===== config.mk =====
export PLATFORM = sky130hd
export DESIGN_NAME = pwm_offset_gen
export DESIGN_NICKNAME = d
export VERILOG_FILES = /design/src/rtl/pwm_offset_gen.sv
export SDC_FILE = /design/constraint.sdc
export NUM_CORES = 1
export LEC_CHECK = 0
export CAP_MARGIN = 30
export CORE_MARGIN = 1.5
export CORE_UTILIZATION = 55
export DETAILED_ROUTE_END_ITERATION = 10
export PLACE_DENSITY = 0.84
export SYNTH_ARGS = -nofsm -noshare
export SYNTH_HDL_FRONTEND = slang
export SYNTH_SLANG_ARGS = --single-unit

===== constraint.sdc =====
create_clock -name clk -period 13.1 [get_ports clk]
set_input_delay 3.275 -clock clk [delete_from_list [all_inputs] [get_ports clk]]
set_output_delay 3.275 -clock clk [all_outputs]
set_load 0.005 [all_outputs]

===== src/rtl/pwm_offset_gen.sv =====
module pwm_offset_gen #(
  parameter int CNT_W = 32,
  parameter int RPT_W = 8
) (
  input  logic        clk,
  input  logic        rst_n,
  input  logic        wr_en,
  input  logic [2:0]  addr,
  input  logic [31:0] wdata,
  output logic [31:0] rdata,
  output logic        pwm_o,
  output logic        irq_o
);
  localparam logic [2:0] A_EN = 3'd0, A_PER = 3'd1, A_DUTY = 3'd2,
                         A_OFF = 3'd3, A_CTRL = 3'd4, A_STAT = 3'd5;
  localparam logic [CNT_W-1:0] ONE = CNT_W'(1);

  logic [CNT_W-1:0] per_s, dut_s, off_s, per_a, dut_a, off_a, cnt_q;
  logic [CNT_W-1:0] dut_c, off_c, slack;
  logic [RPT_W-1:0] rpt_s, rpt_q;
  logic [1:0]       en_q;
  logic             mode_s, mode_a, pend_q, done_q, pwm_q;
  logic             run, wrap, load, hi, commit;

  assign dut_c  = (dut_s > per_s) ? per_s : dut_s;
  assign slack  = per_s - dut_c;
  assign off_c  = (per_s == '0) ? '0 : ((off_s > slack) ? slack : off_s);
  assign run    = en_q[0] & en_q[1] & (per_a != '0);
  assign wrap   = run && (cnt_q == per_a - ONE);
  assign load   = pend_q && (wrap || !run);
  assign hi     = (cnt_q >= off_a) && ((cnt_q - off_a) < dut_a);
  assign commit = wr_en && (addr == A_EN) && wdata[2] && wdata[18];
  assign pwm_o  = pwm_q;
  assign irq_o  = done_q;

  always_ff @(posedge clk) begin
    if (!rst_n) begin
      per_s <= '0; dut_s <= '0; off_s <= '0; mode_s <= 1'b0; rpt_s <= '0;
      per_a <= '0; dut_a <= '0; off_a <= '0; mode_a <= 1'b0; rpt_q <= '0;
      cnt_q <= '0; en_q <= '0; pend_q <= 1'b0; done_q <= 1'b0; pwm_q <= 1'b0;
    end else begin
      if (wr_en) begin
        case (addr)
          A_EN: begin
            for (int i = 0; i < 2; i++)
              if (wdata[16+i]) en_q[i] <= wdata[i];
          end
          A_PER:  per_s <= wdata[CNT_W-1:0];
          A_DUTY: dut_s <= wdata[CNT_W-1:0];
          A_OFF:  off_s <= wdata[CNT_W-1:0];
          A_CTRL: begin
            mode_s <= wdata[0];
            rpt_s  <= wdata[8 +: RPT_W];
          end
          A_STAT: if (wdata[0]) done_q <= 1'b0;
          default: ;
        endcase
      end

      if (load) begin
        per_a  <= per_s;
        dut_a  <= dut_c;
        off_a  <= off_c;
        mode_a <= mode_s;
        rpt_q  <= rpt_s;
        cnt_q  <= '0;
      end else if (wrap) begin
        cnt_q <= '0;
        if (mode_a) begin
          if (rpt_q == '0) begin
            en_q[0] <= 1'b0;
            done_q  <= 1'b1;
          end else begin
            rpt_q <= rpt_q - 1'b1;
          end
        end
      end else if (run) begin
        cnt_q <= cnt_q + ONE;
      end

      if (commit)    pend_q <= 1'b1;
      else if (load) pend_q <= 1'b0;

      if (run) pwm_q <= hi;
    end
  end

  always_comb begin
    rdata = '0;
    case (addr)
      A_EN:   rdata[2:0] = {pend_q, en_q};
      A_PER:  rdata[CNT_W-1:0] = per_s;
      A_DUTY: rdata[CNT_W-1:0] = dut_s;
      A_OFF:  rdata[CNT_W-1:0] = off_s;
      A_CTRL: begin
        rdata[0] = mode_s;
        rdata[8 +: RPT_W] = rpt_s;
      end
      A_STAT: rdata[0] = done_q;
      default: ;
    endcase
  end


  freeze_hold_chk: assert property (@(posedge clk) disable iff (!rst_n)
    (!run && !load) |=> ($stable(cnt_q) && $stable(pwm_o)));


  cnt_range_chk: assert property (@(posedge clk) disable iff (!rst_n)
    run |-> (cnt_q < per_a));


  off_clamp_chk: assert property (@(posedge clk) disable iff (!rst_n)
    (per_a != '0) |-> (({1'b0, off_a} + {1'b0, dut_a}) <= {1'b0, per_a}));


  zero_per_chk: assert property (@(posedge clk) disable iff (!rst_n)
    (per_a == '0) |-> ((off_a == '0) && (dut_a == '0)));


  done_stop_chk: assert property (@(posedge clk) disable iff (!rst_n)
    $rose(irq_o) |-> !en_q[0]);


  pend_hold_chk: assert property (@(posedge clk) disable iff (!rst_n)
    (pend_q && run && !wrap) |=> pend_q);
endmodule


# Word-level counts from Yosys, hierarchy flattened
# Cells that the tools add are included.
# op_classes
add_sub_neg	5
n_mul	0
n_div	0
order_cmp	4
eq_ne	7
shifts	0
n_mux	28
n_bitwise	3
n_reduce_logical	22
# op_table
cell	count
$mux 32	3
$gt 32x32->1	2
$sub 32x32->32	2
$pmux 16 s3	1
$add 32x1->32 const B	1
$eq 32x32->1	1
$ge 32x32->1	1
$logic_not 32->1	1
$lt 32x32->1	1
$mux 8	4
$pmux 8 s4	1
$reduce_bool 32->1	1
$sub 32x1->32 const B	1
$mux 1	16
$pmux 5 s3	1
$logic_not 8->1	1
$pmux 2 s4	1
$reduce_and 2->1	4
$sub 8x1->8 const B	1
$eq 3x2->1 const B	2
$eq 3x3->1 const B	2
$logic_and 1x1->1	6
$pmux 1 s6	1
$reduce_and 3->1	2
9 further kinds	12
# word_totals
ff_bits	247
latch_bits	0
mem_bits_rw	0
mem_bits_ro	0
inputBits	38
elab_cells	85
n_memories	0

# Depth between registers and ports, before layout
# depth
ltp_word	7
mapped_depth	35
ltp_nobuf	33

# Worst setup path after synthesis
# No wires, ideal clock.
# synth_timing
path_type	input-to-output
startpoint	in addr[0]
endpoint	out rdata[11]
arrival_ns	4.446
t_required_ns	9.825
slack_ns	5.379
stages	5
cell_sequence	clkbuf_1 > clkbuf_1 > clkbuf_1 > a22oi_1 > o21ai_0
# synth_between
elab_chain_len	2
elab_cells_between_ends	5
classes_between	eq/ne (4); mux (1)
# synth_lines
element	line_no	rtl
from (decl)	8	input logic [2:0] addr,
$eq 3x3->1 (tied with other cells)	90	case (addr)
$pmux 8 s4 (*)	90	
to (decl)	10	output logic [31:0] rdata,
# Every way passes the cells marked *; elsewhere a longest branch is shown, timed or not.

# Worst setup path after layout
# layout_timing
startpoint	in addr[1]
endpoint	out rdata[11]
# The elaborated chain is that of the path after synthesis.

==> impl_metrics.py <==
metrics = {
    "timing": {
        "fin_crit_sh_pct": 69.4,
        "post-route-min-period_ns": 9.09,
        "final_max_slew_viol_count": 0,
        "worstMarginPinSlew_ns": 0.991,
        "report.final.hold_viol_count": 0,
        "setup_viol": 0,
        "maxSlewHeadroom_pct": 34.0,
        "skew_ns": 0.0163,
        "setup_tns_ns": 0,
        "worst_slack_ns": 4.01,
        "grt_setup_unrepaired": "false",
        "fmax_ghz": 0.110,
        "timing.hold.ws_ns": 0.468,
    },
    "grt": {
        "grt_max_degree": 111,
        "grt_use_total_pct": 31.4,
        "grt_pass1_vias": 15903,
        "grt-ovfl-total": 0,
        "met3_usage_pct": 3.73,
        "met1_usage_pct": 43.5,
        "antenna_found_initial": 0,
        "grt_pass1_wl_um": 83500,
        "met2_usage_pct": 49.3,
        "busiest_layer": "met2",
    },
    "setup_path": {
        "cp.arrival_ns": 5.82,
        "cp_max_fo": 70,
        "required_ns": 9.82,
        "setup.worst_path.start_class": "input pin",
        "critical_path_class": "input pin to output port",
        "crit_path_end_kind": "output port",
    },
    "finish": {
        "nNetsFinal": 2509,
        "drive_gt1_share_pct": 4.73,
        "finish.instance_area_mm2": 0.0194,
        "antenna_cells": 0,
        "area_growth_pct": 10.7,
    },
    "synthesis": {
        "synth_cells": 2304,
        "synthArstFlopShare_pct": 0,
        "ys_ff_latch": 247,
        "yosysWarnings": 0,
        "syn-num-nets": 2506,
        "ys.flop_type": "dfxtp_1",
        "synth_area_mm2": 0.0175,
        "synth_edf_count": 0,
        "ys_seq_area_share_pct": 28.2,
        "syn_area_per_cell_um2": 7.61,
        "synth.distinct_cells": 84,
    },
    "min_path": {
        "hp-class": "flop to flop",
    },
    "drt": {
        "drt_first_pass_iters": 7,
        "drc_errors": 0,
        "drtAntennaViolNets": 0,
        "dr_total_vias": 17228,
        "routedWlPerCell_um": 19.6,
        "totalWireLength_um": 53600,
        "vias_per_cell": 6.32,
        "drt_iter0_drc": 1864,
    },
    "place": {
        "place.gp.congestion": 0.982,
        "place.port_buffers": 71,
        "hpwl_um": 40800,
        "dp_slack_ns": 4.08,
        "place_area_mm2": 0.0184,
    },
    "clock_network": {
        "cts_max_level": 1,
        "cts_setup_buffers": 0,
        "holdBufCountCts": 0,
        "post_cts_resized": 0,
        "cts_made_buffers": 27,
        "worstSkewPairLatency_ns": 0.56,
        "clk_pin_slew_ns": 0.06,
        "cts.sink_count": 247,
        "cts_tree": "yes",
        "clockBufferDepth": 3,
        "clock-root-buffer": "clkbuf_16",
    },
    "die": {
        "ios": 72,
        "initial_utilization_pct": 55.7,
        "die_w_um": 182,
        "fp.coreArea_mm2": 0.0315,
        "dieArea_mm2": 0.0329,
        "fp-row-count": 65,
        "dieHeight_um": 182,
    },
    "power": {
        "power_uw": 2010,
        "leakagePower_uw": 0.00750,
        "p_per_area_mw_per_mm2": 103,
        "vdd_drop_max_uv": 121,
    },
    "run_status": {
        "status": "finished clean",
    },
    "flow_run": {
        "cap_viol_max_count": 0,
    },
}
==> metrics by stage <==
step | utilization [%] | instances
5_1_grt | 61.7 | 2728
4_1_cts | 61.7 | 2728
6_report | 61.7 | 2728
3_3_place_gp | 58.4 | 2679
3_5_place_dp | 58.5 | 2680
2_1_floorplan | - | 2304
==> area by class of cell <==
type                    instances  area [um2]
fillers                      2632       12100
multi-input cells            1791       11500
flip-flops and latches        247        4940
repair buffers                 89         851
clock buffers                  33         748
inverters                     151         572
well taps                     402         503
clock inverters                15         248
==> layer usage <==
| layer | vias to the layer above | share of wire, % |
|---|---|---|
| met3 | 143 | 9.6 |
| met5 | - | 0 |
| met1 | 8034 | 43 |
| met2 | 927 | 43 |
| li1 | 8124 | - |
| met4 | 0 | 4.6 |
==> state kept, by name (all words and copies together), names as in the netlist, 32 cells and up <==
register	flops
dut_s	32
off_a	32
off_s	32
per_s	32
cnt_q	32
dut_a	32
per_a	32
==> logic make-up after synthesis <==
group / Yosys count / synth area share [%]
and+or+nand+nor: 847 / 22.3
DFF: 247 / 28.2
AOI/OAI and AO/OA: 589 / 21.3
adders and majority gates: 164 / 11.8
buffers and inverters: 266 / 6.15
muxes: 73 / 4.36
xor gates and xnor gates: 118 / 5.90
==> report_power, final <==
| group | switching [uW] | total, uW | internal (uW) |
|---|---|---|---|
| Sequential | 12.0 | 771 | 759 |
| Clock | 327 | 851 | 524 |
| Combinational | 244 | 385 | 141 |
| Total | 583 | 2010 | 1420 |
==> critical path, cell delays in order <==
cell and delay (ns):
buf_2 0.08, buf_4 0.52, nor2b_2 0.47, buf_4 0.30, nand2_1 0.10, o221ai_1 0.17, a22oi_1 0.12, o21ai_0 0.20
clkdlybuf4s50_1 0.54
==> worst paths after layout <==
kind              from         to  slack, ns  cells past startpoint
min          off_a[13]  off_a[13]       0.47                      2
min reg2reg  off_a[13]  off_a[13]       0.47                      2
max            addr[1]  rdata[11]       4.01                      9
max reg2reg   per_s[1]  off_a[12]       4.73                     32
==> synth_stat cells (14+ instances only) <==
cell type	instances	share of area (%)
and3_1	21	0.75
a211oi_1	38	1.6
xor2_1	50	2.5
xnor2_1	68	3.4
or3_1	14	0.50
a21oi_1	232	6.6
mux2i_1	64	3.7
nand4_1	43	1.5
dfxtp_1	247	28
nor2_1	237	5.1
clkbuf_1	90	1.9
a22oi_1	26	1.1
a32o_1	15	0.86
nor4_1	22	0.79
nand2b_1	20	0.71
nand2_1	335	7.2
o21ai_0	91	2.6
nand3_1	50	1.4
inv_1	149	3.2
nor3_1	40	1.1
a21o_1	56	2.4
ha_1	162	12
o21a_1	14	0.60
nor2b_1	23	0.82
==> cells in the final DEF (no fill, tap or decap), types with 17 or more instances in the layout <==
| master | count |
|---|---|
| nand4_1 | 43 |
| xor2_1 | 50 |
| a21o_1 | 56 |
| a211oi_1 | 38 |
| nand3_1 | 50 |
| ha_1 | 162 |
| clkdlybuf4s50_1 | 68 |
| and3_1 | 21 |
| mux2i_1 | 64 |
| a22oi_1 | 26 |
| o21ai_0 | 91 |
| nand2_1 | 334 |
| nor3_1 | 40 |
| clkbuf_16 | 27 |
| nor2b_1 | 22 |
| nor2_1 | 236 |
| nor4_1 | 22 |
| buf_4 | 17 |
| dfxtp_1 | 247 |
| xnor2_1 | 68 |
| inv_1 | 149 |
| a21oi_1 | 232 |
| nand2b_1 | 20 |
Note: power is estimated with default switching activity, not from simulation.
